**config.mk**
```make
export PLATFORM = sky130hd
export DESIGN_NAME = romslot_wr_seq
export DESIGN_NICKNAME = d
export VERILOG_FILES = /design/src/rtl/romslot_wr_pkg.sv /design/src/rtl/romslot_strobe_sync.sv /design/src/rtl/romslot_addr_decode.sv /design/src/rtl/romslot_collector.sv /design/src/rtl/romslot_write_port.sv /design/src/rtl/romslot_wr_seq.sv
export SDC_FILE = /design/constraint.sdc
export NUM_CORES = 1
export LEC_CHECK = 0
export BUFFER_PORTS_ARGS = -buffer_cell sky130_fd_sc_hd__buf_2
export CAP_MARGIN = 40
export CORE_ASPECT_RATIO = 0.8
export CORE_MARGIN = 2
export CORE_UTILIZATION = 47
export DETAILED_ROUTE_END_ITERATION = 8
export GPL_TIMING_DRIVEN = 0
export MAX_ROUTING_LAYER = met4
export PLACE_DENSITY = 0.7
export SLEW_MARGIN = 40
export SYNTH_ARGS = -nofsm -noshare
export SYNTH_HDL_FRONTEND = slang
export SYNTH_HIERARCHICAL = 1
export SYNTH_SLANG_ARGS = --single-unit
```
**constraint.sdc**
```tcl
create_clock -name clk -period 3.7 [get_ports clk]
set_clock_uncertainty 0.1 [all_clocks]
set_input_delay 0.74 -clock clk [delete_from_list [all_inputs] [get_ports clk]]
set_output_delay 0.74 -clock clk [all_outputs]
set_load 0.02 [all_outputs]
```
**src/rtl/romslot_wr_pkg.sv**
```systemverilog
package romslot_wr_pkg;
  localparam int unsigned PAYLOAD_W = 64;
  localparam int unsigned ST_BUSY   = 0;
  localparam int unsigned ST_DONE   = 1;

  typedef struct packed {
    logic upper;
    logic arm_hit;
    logic stat_hit;
    logic win_hit;
  } slot_hit_t;
endpackage

```
**src/rtl/romslot_strobe_sync.sv**
```systemverilog
module romslot_strobe_sync (
  input  logic clk,
  input  logic rst,
  input  logic strobe_n,
  output logic active,
  output logic read_evt
);
  logic s1_n, s2_n, s3_n;

  always_ff @(posedge clk) begin
    if (rst) begin
      s1_n <= 1'b1;
      s2_n <= 1'b1;
      s3_n <= 1'b1;
    end else begin
      s1_n <= strobe_n;
      s2_n <= s1_n;
      s3_n <= s2_n;
    end
  end

  assign active   = ~s2_n;
  assign read_evt = s3_n & ~s2_n;

  a_r2_single_event: assert property (@(posedge clk) disable iff (rst)
    read_evt |=> !read_evt);
endmodule

```
**src/rtl/romslot_addr_decode.sv**
```systemverilog
module romslot_addr_decode
  import romslot_wr_pkg::*;
#(
  parameter int unsigned ADDR_W   = 23,
  parameter int unsigned CHUNK_W  = 8,
  parameter int unsigned ARM_OFS  = 32'h0,
  parameter int unsigned STAT_OFS = 32'h4
) (
  input  logic [ADDR_W-1:0]  addr,
  output slot_hit_t          hit,
  output logic [CHUNK_W-1:0] payload
);
  localparam int unsigned OFS_W    = ADDR_W - 1;
  localparam int unsigned WIN_BASE = 1 << CHUNK_W;

  logic [OFS_W-1:0] ofs;
  assign ofs = addr[OFS_W-1:0];

  always_comb begin
    hit.upper    = addr[ADDR_W-1];
    hit.arm_hit  = hit.upper && (ofs == OFS_W'(ARM_OFS));
    hit.stat_hit = hit.upper && (ofs == OFS_W'(STAT_OFS));
    hit.win_hit  = hit.upper && ((ofs >> CHUNK_W) == OFS_W'(WIN_BASE >> CHUNK_W));
    payload      = ofs[CHUNK_W-1:0];
  end
endmodule

```
**src/rtl/romslot_collector.sv**
```systemverilog
module romslot_collector
  import romslot_wr_pkg::*;
#(
  parameter int unsigned CHUNK_W = 8
) (
  input  logic                 clk,
  input  logic                 rst,
  input  logic                 read_evt,
  input  slot_hit_t            hit,
  input  logic [CHUNK_W-1:0]   payload,
  output logic                 fire,
  output logic [PAYLOAD_W-1:0] word
);
  localparam int unsigned STEPS = PAYLOAD_W / CHUNK_W;
  localparam int unsigned CW    = $clog2(STEPS + 1);

  logic [CW-1:0] cnt;
  logic          armed;

  always_ff @(posedge clk) begin
    if (rst) begin
      cnt   <= '0;
      armed <= 1'b0;
      fire  <= 1'b0;
      word  <= '0;
    end else begin
      fire <= 1'b0;
      if (read_evt && hit.arm_hit) begin
        armed <= 1'b1;
        cnt   <= '0;
        word  <= '0;
      end else if (read_evt && hit.win_hit && armed) begin
        word <= {word[PAYLOAD_W-CHUNK_W-1:0], payload};
        if (cnt == CW'(STEPS - 1)) begin
          cnt   <= '0;
          armed <= 1'b0;
          fire  <= 1'b1;
        end else begin
          cnt <= cnt + 1'b1;
        end
      end
    end
  end

  a_r4_count_bound: assert property (@(posedge clk) disable iff (rst)
    cnt < CW'(STEPS));
  a_r3_idle_count: assert property (@(posedge clk) disable iff (rst)
    !armed |-> cnt == '0);
endmodule

```
**src/rtl/romslot_write_port.sv**
```systemverilog
module romslot_write_port
  import romslot_wr_pkg::*;
(
  input  logic                 clk,
  input  logic                 rst,
  input  logic                 fire,
  input  logic [PAYLOAD_W-1:0] word,
  input  logic                 clr_done,
  input  logic                 ack,
  output logic                 req,
  output logic [31:0]          req_addr,
  output logic [31:0]          req_data,
  output logic                 done
);
  always_ff @(posedge clk) begin
    if (rst) begin
      req      <= 1'b0;
      req_addr <= '0;
      req_data <= '0;
      done     <= 1'b0;
    end else begin
      if (clr_done) done <= 1'b0;
      if (fire && !req) begin
        req      <= 1'b1;
        req_addr <= word[63:32];
        req_data <= word[31:0];
        done     <= 1'b0;
      end else if (req && ack) begin
        req  <= 1'b0;
        done <= 1'b1;
      end
    end
  end

  a_r7_hold_until_ack: assert property (@(posedge clk) disable iff (rst)
    (req && !ack) |=> (req && $stable(req_addr) && $stable(req_data)));
  a_r8_busy_done_excl: assert property (@(posedge clk) disable iff (rst)
    req |-> !done);
  a_r10_req_from_fire: assert property (@(posedge clk) disable iff (rst)
    $rose(req) |-> $past(fire));
endmodule

```
**src/rtl/romslot_wr_seq.sv**
```systemverilog
module romslot_wr_seq
  import romslot_wr_pkg::*;
#(
  parameter int unsigned ADDR_W    = 23,
  parameter int unsigned DATA_W    = 32,
  parameter bit          WIDE_MODE = 1'b0,
  parameter int unsigned ARM_OFS   = 32'h0,
  parameter int unsigned STAT_OFS  = 32'h4
) (
  input  logic              clk,
  input  logic              rst,
  input  logic [ADDR_W-1:0] slot_addr,
  input  logic              slot_strobe_n,
  output logic [DATA_W-1:0] rd_data,
  output logic              rd_oe,
  output logic              wr_req,
  output logic [31:0]       wr_addr,
  output logic [31:0]       wr_data,
  input  logic              wr_ack
);
  localparam int unsigned CHUNK_W = WIDE_MODE ? 16 : 8;

  logic                 active, read_evt, fire, done;
  slot_hit_t            hit;
  logic [CHUNK_W-1:0]   payload;
  logic [PAYLOAD_W-1:0] word;

  romslot_strobe_sync u_sync (
    .clk(clk), .rst(rst), .strobe_n(slot_strobe_n),
    .active(active), .read_evt(read_evt)
  );

  romslot_addr_decode #(
    .ADDR_W(ADDR_W), .CHUNK_W(CHUNK_W), .ARM_OFS(ARM_OFS), .STAT_OFS(STAT_OFS)
  ) u_dec (
    .addr(slot_addr), .hit(hit), .payload(payload)
  );

  romslot_collector #(.CHUNK_W(CHUNK_W)) u_col (
    .clk(clk), .rst(rst), .read_evt(read_evt), .hit(hit),
    .payload(payload), .fire(fire), .word(word)
  );

  romslot_write_port u_port (
    .clk(clk), .rst(rst), .fire(fire), .word(word),
    .clr_done(read_evt && hit.arm_hit), .ack(wr_ack),
    .req(wr_req), .req_addr(wr_addr), .req_data(wr_data), .done(done)
  );

  always_ff @(posedge clk) begin
    if (rst) begin
      rd_oe   <= 1'b0;
      rd_data <= '0;
    end else begin
      rd_oe   <= active && hit.upper;
      rd_data <= '0;
      if (active && hit.stat_hit) begin
        rd_data[ST_BUSY] <= wr_req;
        rd_data[ST_DONE] <= done;
      end
    end
  end

  a_r1_quiet_when_off: assert property (@(posedge clk) disable iff (rst)
    !rd_oe |-> rd_data == '0);
  a_r9_status_bits_only: assert property (@(posedge clk) disable iff (rst)
    (rd_data >> 2) == '0);
endmodule

```
-- After elaboration in Yosys (flattened, before gate mapping)
Cells that the tools add are included.
- output and inout port bits: 98
- RAM bits: 0
- register bits after elaboration: 172
- latch bits: 0
- memories kept: 0
- bits in read-only memories: 0
- bits of input ports: 27
- magnitude comparators: 0
- add/sub/neg operators: 1
- reductions and logical operators: 21
- muxes and demuxes: 9
- eq/ne operators: 3
- bitwise operators: 4
- multiply operators: 0
- divide/modulo/power cells: 0
- shifts and indexed selects: 0
- operator list (cell ; count):
    equality test 22 x 3 -> 1 bit, second input constant ; 1
    logical NOT 22 bit ; 1
    equality test 14 x 1 -> 1 bit, second input constant ; 1
    logical AND 1 bit ; 10
    two-way mux 1 bit ; 8
    nonzero test 2 bit ; 4
    OR reduction 2 bit ; 3
    adder 4 x 1 -> 4 bit, second input constant ; 1
    equality test 4 x 3 -> 1 bit, second input constant ; 1
    two-way mux 4 bit ; 1
    NOT 1 bit ; 3
    OR reduction 3 bit ; 1
    AND reduction 2 bit ; 1
    AND 1 bit ; 1
    logical NOT 1 bit ; 1

-- Depth between registers and ports, before layout
Gate-level depths: netlist (run 1).
- depth after elaboration: 6
- depth in mapped cells: 9
- depth with buffers taken out: 7

-- Modules after synthesis
Netlist (run 1), hierarchy kept.
- by module, submodules not included (module ; area an instance (µm²) ; cells an instance ; instances):
    romslot_collector ; 2438.6 ; 307 ; 1
    romslot_write_port ; 2367.3 ; 287 ; 1
    romslot_wr_seq ; 325.3 ; 38 ; 1
    romslot_addr_decode ; 153.9 ; 23 ; 1
    romslot_strobe_sync ; 88.8 ; 8 ; 1

-- Worst setup path before layout (run 1)
No wires, ideal clock.
- path kind: in2reg
- start: in slot_addr[7]
- end: reg u_col.word[26]
- setup slack: 1.301 ns
- path buffers: 3
- data arrival time: 2.179 ns
- stages on the path: 8
- library setup time: 0.120 ns
- cell sequence: or4_4 nor4_1 nand2_1 nand2b_1 buf_2 buf_2 buf_2 a21oi_1
- RTL lines (element ; line ; source):
    from (decl) ; romslot_wr_seq.sv:12 ; input logic [ADDR_W-1:0] slot_addr,
    to (signal assigned) ; romslot_collector.sv:33 ; word <= {word[PAYLOAD_W-CHUNK_W-1:0], payload};
    to (decl) ; romslot_collector.sv:12 ; output logic [PAYLOAD_W-1:0] word

==> impl_metrics.yaml, run 1 <==
status:
  status: "finished, final reports clean"
finish:
  design_area_um2: 6812
  final_nets: 833
  num-fill-cells: 978
  drive_gt1_frac: 0.2531
  area_growth_pct: 26.75
  num_antenna_cells: 0
  postLayoutCoreUtil: 0.6182
sta:
  finalCritPeriodShare: 0.6687
  period_needed_ns: 2.474
  fmax_mhz: 404.2
  rsz0062_at_grt: "no"
  finalHoldViolations: 0
  tightestPinTransition_ns: 0.6894
  fin_tns_setup_ns: 0
  setup_slack_ns: 1.226
  finalSetupViolations: 0
  final_max_slew_viol_count: 0
  worst_hold_slack_ns: 0.3030
  timing.slew.headroom: 0.5404
yosys:
  synth_largest_area_cell: "dfxtp_1"
  ys_seq_elements: 142
  synth_compound_area_frac: 0.1339
  synth_area_per_cell_um2: 8.105
  synth_edf_count: 0
  syn-cell-area_um2: 5374
  synthAdderAreaFrac: 0.002328
  synthMuxAreaShare: 0
  synth_most_common_cell: "nand2_1"
  synth_top_family_by_area: "simple AND/OR/NAND/NOR gates"
  synth_flop_cell: "dfxtp_1"
  yosysTopAreaCellShare: 0.5290
  synth_async_sr_flop_share: 0
  yosys.area_share.simple: 0.2265
  syn_inst: 663
  synthTopCellsByCount: "nand2_1 (263), dfxtp_1 (142), a21oi_1 (125), buf_4 (45)"
  synth_xor_area_frac: 0.001630
  yosysWarnings: 6
  synth_cell_types: 33
  synthTopCellsByArea: "dfxtp_1 (53%), nand2_1 (18%), a21oi_1 (12%), buf_4 (6.3%), buf_6 (1.7%)"
  synth_sequential_area_ratio: 0.5290
clock_network:
  holdBufCountCts: 0
  cts_setup_buffers: 0
  clkTransAtPathRegs_ns: 0.06
  ctsResizeCount: 0
  clockBufferDepth: 2
  root_buffer: "clkbuf_16"
  numCtsBuffers: 17
  clk_latency_ns: 0.41
  cts_sinks: 142
  cts_tree: "built"
  htreeDepth: 4
placed_design:
  placed_area_um2: 6133
  port_buffers: 94
  pre_cts_ws_ns: 0.8227
  gp_congestion: 0.8081
  dpl.hpwl_um: 8850
route:
  drtIter0Drc: 198
  dr.pass1.iters: 4
  ant_nets: 0
  detail_route.wl_per_cell_um: 12.88
  wl_um: 12390
  drc_errors: 0
  via_per_inst: 4.801
  num_vias: 4619
power_and_ir_drop:
  p_switching_uw: 718.6
  swShare: 0.2009
  power_frac_seq: 0.428
  power_frac_clock: 0.541
  combPwrFrac: 0.031
  p_int_uw: 2858
  peakVddDrop_uv: 273.4
  power_leakage_uw: 0.002753
  cellPowerDensity_nw_per_um2: 525.1
die:
  die_area_um2: 12310
  num_rows: 34
  die_w_um: 123.6
  core_area_um2: 11020
  die_h_um: 99.64
  io-pin-count: 125
  initial_core_util: 0.4877
flow_run:
  max_cap_violations: 0
grt:
  grt_max_degree: 17
  grt_overflow: 0
  track_usage: 0.2112
  grt_antenna_before_repair: 0
  grt_first_pass_wirelength_um: 19820
  grt_pass1_vias: 4299
setup_path:
  crit_type: "in -> reg"
  crit_arrival_ns: 2.66
  end_kind: "flop"
  critPathRequiredTime_ns: 3.88
  start_kind: "primary input"
  crit_path_max_fanout: 10
worst_hold_path:
  hp-class: "reg -> reg"
[worst max-delay path, cell delays in order]
cell and delay, ns:
buf_2 0.10, nor4b_1 0.31, nand2_1 0.15, nor3_1 0.44, nand3_2 0.24, buf_4 0.23
clkbuf_1 0.23, nand2_1 0.14, a21oi_1 0.07
[through the flow]
| stage | power (uW) | instances |
|---|---|---|
| after floorplan | 1649 | 692 |
| after global placement | 1674 | 930 |
| after detailed placement | 1675 | 930 |
| after CTS | 3605 | 962 |
| after global routing | 3681 | 962 |
| final | 3577 | 962 |
[path summary, 6_finish.rpt]
check / startpoint / endpoint / slack, ns / cells past startpoint
worst max-delay path: slot_addr[15] / u_col/word[17] / 1.23 / 9
worst min-delay path: u_sync/s1_n / u_sync/s2_n / 0.30 / 1
worst max register to register: u_sync/s2_n / u_col/word[34] / 1.84 / 7
worst min register to register: u_sync/s1_n / u_sync/s2_n / 0.30 / 1
[state kept, by name, indices dropped and copies added, names as in the netlist]
signal,cells
u_sync/s1_n,1
u_port/done,1
u_col/cnt,4
rd_oe,1
u_col/armed,1
rd_data,2
u_port/req_addr,32
u_port/req,1
u_sync/s3_n,1
u_sync/s2_n,1
u_port/req_data,32
u_col/word,64
u_col/fire,1
[power by group through the flow]
stage | Clock (uW) | Sequential, uW | Combinational [uW]
6_report | 1930 | 1530 | 112
5_1_grt | 2030 | 1530 | 121
4_1_cts | 1960 | 1530 | 111
3_5_place_dp | 0 | 1560 | 111
3_3_place_gp | 0 | 1560 | 109
2_1_floorplan | 0 | 1560 | 83.9
[area by class of cell]
| type | instances | area [um2] | share of cell area |
|---|---|---|---|
| flip-flops and latches | 142 | 2843 | 0.4173 |
| well taps | 144 | 180.2 | 0.02645 |
| plain buffers | 82 | 558.0 | 0.08193 |
| multi-input cells | 465 | 2071 | 0.3040 |
| repair buffers | 94 | 470.5 | 0.06907 |
| clock inverters | 14 | 239.0 | 0.03508 |
| clock buffers | 18 | 439.2 | 0.06447 |
| inverters | 3 | 11.26 | 0.001653 |
[metal layers]
layer,wire (um),global-route usage,vias to the layer above
met5,0,-,-
met2,5721,0.3259,126
met3,622,0.05333,17
li1,-,-,2354
met4,150,0.07605,0
met1,5899,0.2679,2122
[cells by family after synthesis]
logic type / count (synthesis)
and+or+nand+nor: 296
DFF: 142
AOI/OAI and AO/OA: 137
buffers and inverters: 85
xor gates and xnor gates: 1
adders and majority gates: 1
other: 1
[placed cells by master, fill, tap and decap left out, drive strengths merged, types with 3 or more instances in the layout]
cell / Yosys / routed
dfxtp: 142 / 142
a21oi: 134 / 134
inv: 3 / 4
buf: 67 / 161
or2: 3 / 3
o21ai: 3 / 3
nand2b: 4 / 4
clkinv: 0 / 4
nand3: 3 / 3
nand2: 263 / 263
conb: 1 / 30
clkinvlp: 0 / 3
bufinv: 0 / 6
nor4: 5 / 5
clkbuf: 15 / 33
Power figures use the tool's default switching activity.
==> run 2: changes to the inputs <==
--- a/config.mk
+++ b/config.mk
@@ -5,6 +5,7 @@
 export SDC_FILE = /design/constraint.sdc
 export NUM_CORES = 1
 export LEC_CHECK = 0
+export ABC_AREA = 1
 export BUFFER_PORTS_ARGS = -buffer_cell sky130_fd_sc_hd__buf_2
 export CAP_MARGIN = 40
 export CORE_ASPECT_RATIO = 0.8
@@ -13,7 +14,7 @@
 export DETAILED_ROUTE_END_ITERATION = 8
 export GPL_TIMING_DRIVEN = 0
 export MAX_ROUTING_LAYER = met4
-export PLACE_DENSITY = 0.7
+export PLACE_DENSITY = 0.72
 export SLEW_MARGIN = 40
 export SYNTH_ARGS = -nofsm -noshare
 export SYNTH_HDL_FRONTEND = slang
==> constraint.sdc (replaced) <==
create_clock -name clk -period 2.2 [get_ports clk]
set_clock_uncertainty 0.1 [all_clocks]
set_input_delay 0.44 -clock clk [delete_from_list [all_inputs] [get_ports clk]]
set_output_delay 0.44 -clock clk [all_outputs]
set_load 0.02 [all_outputs]
==> impl_metrics.yaml, run 2 <==
die:
  die_h_um: 104.2
  core_area_um2: 12210
  die_w_um: 129.3
  num_rows: 36
  die_area_um2: 13470
  io-pin-count: 125
  initial_core_util: 0.4833
route:
  via_per_inst: 4.497
  ant_nets: 0
  drtIter0Drc: 314
  wl_um: 12970
  detail_route.wl_per_cell_um: 11.16
  drc_errors: 0
  num_vias: 5226
  dr.pass1.iters: 5
finish:
  final_cell_mix: "nand2_1 (214), nor2_1 (156), dfxtp_1 (142)"
  num-fill-cells: 1185
  num_antenna_cells: 0
  final_common_cell: "nand2_1"
  reg.largest.list: "u_col/word (64), u_port/req_addr (32), u_port/req_data (32)"
  final_nets: 1006
  top_register: "u_col/word"
  area_growth_pct: 25.39
  drive_gt1_frac: 0.2159
  postLayoutCoreUtil: 0.6060
  largest_reg_flops: 64
yosys:
  yosysTopAreaCellShare: 0.4819
  ys_seq_elements: 142
  synth_cell_types: 26
  synth_flop_cell: "dfxtp_1"
  synth_xor_area_frac: 0.001485
  synth_area_per_cell_um2: 7.057
  synth_sequential_area_ratio: 0.4819
  synthTopCellsByCount: "nand2_1 (214), nor2_1 (156), dfxtp_1 (142), inv_1 (81)"
  synth_largest_area_cell: "dfxtp_1"
  syn-cell-area_um2: 5899
  yosysWarnings: 6
  yosys.area_share.simple: 0.3052
  synth_most_common_cell: "nand2_1"
  synth_edf_count: 0
  synthAdderAreaFrac: 0.002121
  synthTopCellsByArea: "dfxtp_1 (48%), nand2_1 (14%), nor2_1 (9.9%), a21oi_1 (5.7%), nand3_1 (5.7%)"
  synth_compound_area_frac: 0.06066
  synthMuxAreaShare: 0
  synth_async_sr_flop_share: 0
  syn_inst: 836
  synth_top_family_by_area: "simple AND/OR/NAND/NOR gates"
clock_network:
  cts_sinks: 142
  ctsResizeCount: 0
  clk_latency_ns: 0.42
  htreeDepth: 4
  clockBufferDepth: 2
  cts_setup_buffers: 0
  clkTransAtPathRegs_ns: 0.06
  numCtsBuffers: 17
  cts_tree: "built"
  root_buffer: "clkbuf_16"
  holdBufCountCts: 0
setup_path:
  cpPeakStageDelay_ns: 0.24
  r2r-end: "u_col/word[56]"
  cp_top_family: "simple AND/OR/NAND/NOR gates"
  end_kind: "flop"
  path_common_cell: "nor2_1"
  cp_cell_sequence: "buf_2, or2_0, nor2_1, inv_1, nor2_1, nand3_2, inv_2, buf_6, buf_4, nand2_1, a21oi_1"
  crit_arrival_ns: 2.05
  reg2reg_depth: 7
  worst-path-buf-inv: 5
  r2r_slack_ns: 0.59
  crit_path_max_fanout: 10
  critPathRequiredTime_ns: 2.45
  slowest_stage: "nor2_1"
  r2r-start: "u_sync/s2_n"
  start_kind: "primary input"
  crit_type: "in -> reg"
grt:
  track_usage: 0.2063
  grt_antenna_before_repair: 0
  grt_pass1_vias: 4717
  grt_overflow: 0
  grt_first_pass_wirelength_um: 21780
  grt_max_degree: 17
sta:
  finalCritPeriodShare: 0.8173
  fmax_mhz: 556.2
  period_needed_ns: 1.798
  finalHoldViolations: 0
  final_max_slew_viol_count: 0
  rsz0062_at_grt: "no"
  finalSetupViolations: 0
worst_hold_path:
  worst_hold_path.num_cells: 3
  hold_path_startpoint: "slot_strobe_n"
  hp-class: "in -> reg"
  holdPathEnd: "u_sync/s1_n"
status:
  status: "finished, final reports clean"
flow_run:
  max_cap_violations: 0
placed_design:
  gp_congestion: 0.7931
  port_buffers: 94
  dpl.hpwl_um: 9103
power_and_ir_drop:
  total_power_uw: 6184
  cellPowerDensity_nw_per_um2: 835.9
  power_leakage_uw: 0.003205
  peakVddDrop_uv: 552.8
[run 2: area by class of cell]
class / count / area, um2 / share of cell area
Tap cell: 171 / 214.0 / 0.02892
Multi-Input combinational cell: 550 / 2292 / 0.3099
Inverter: 87 / 326.6 / 0.04415
Clock buffer: 21 / 470.5 / 0.06360
Clock inverter: 11 / 234.0 / 0.03163
Buffer: 86 / 546.8 / 0.07392
Sequential cell: 142 / 2843 / 0.3843
Timing Repair Buffer: 94 / 470.5 / 0.06360
[run 2: worst max path at each step]
stage                     slack [ns]  cells past startpoint        endpoint           from
after global routing            0.22                     11  u_col/word[33]  slot_addr[17]
after detailed placement       -0.04                     11  u_col/word[33]  slot_addr[17]
final                           0.40                     11  u_col/word[30]  slot_addr[17]
after global placement         -0.01                     11  u_col/word[26]  slot_addr[17]
after floorplan                 0.43                     10  u_col/word[25]  slot_addr[17]
after CTS                       0.38                     11  u_col/word[33]  slot_addr[17]
[run 2: kinds of logic after synthesis]
family / Yosys count
other cells: 1
xor+xnor: 1
fa+ha+maj: 1
compound gates: 71
simple gates: 447
buf+inv: 173
flops: 142
[run 2: power breakdown]
| part | internal, uW | switching, uW | total, uW |
|---|---|---|---|
| Combinational | 92.0 | 134 | 226 |
| Sequential | 2570 | 0.858 | 2580 |
| Clock | 2330 | 1060 | 3380 |
| Total | 4990 | 1190 | 6180 |
[run 2: layer usage]
| layer | wire length [um] | GRT usage | vias up | part of all wire |
|---|---|---|---|---|
| met2 | 5845 | 0.3109 | 129 | 0.45 |
| met4 | 159 | 0.06599 | 0 | 0.012 |
| met1 | 6230 | 0.2736 | 2316 | 0.48 |
| met3 | 739 | 0.04938 | 16 | 0.057 |
| met5 | 0 | - | - | 0 |
| li1 | - | - | 2765 | - |
[run 2: worst reg2reg max path, cell delays in order (launching register included)]
cell	delay, ns
dfxtp_1	0.32
nor2_1	0.26
nand2_1	0.11
inv_1	0.08
nor2_2	0.05
inv_2	0.07
clkbuf_1	0.39
a21oi_1	0.09
[run 2: per-stage QoR]
step / instances / cell area, um2 / hold WS [ns] / setup slack [ns] / setup TNS [ns]
6_report: 1162 / 7397 / 0.09961 / 0.4019 / 0
5_1_grt: 1162 / 7397 / 0.08014 / 0.2159 / 0
4_1_cts: 1162 / 7397 / 0.08654 / 0.3795 / 0
3_5_place_dp: 1130 / 6693 / 0.3009 / -0.03684 / -0.1795
3_3_place_gp: 1130 / 6693 / 0.2946 / -0.01068 / -0.02297
2_1_floorplan: 865 / 6008 / 0.2865 / 0.4255 / 0
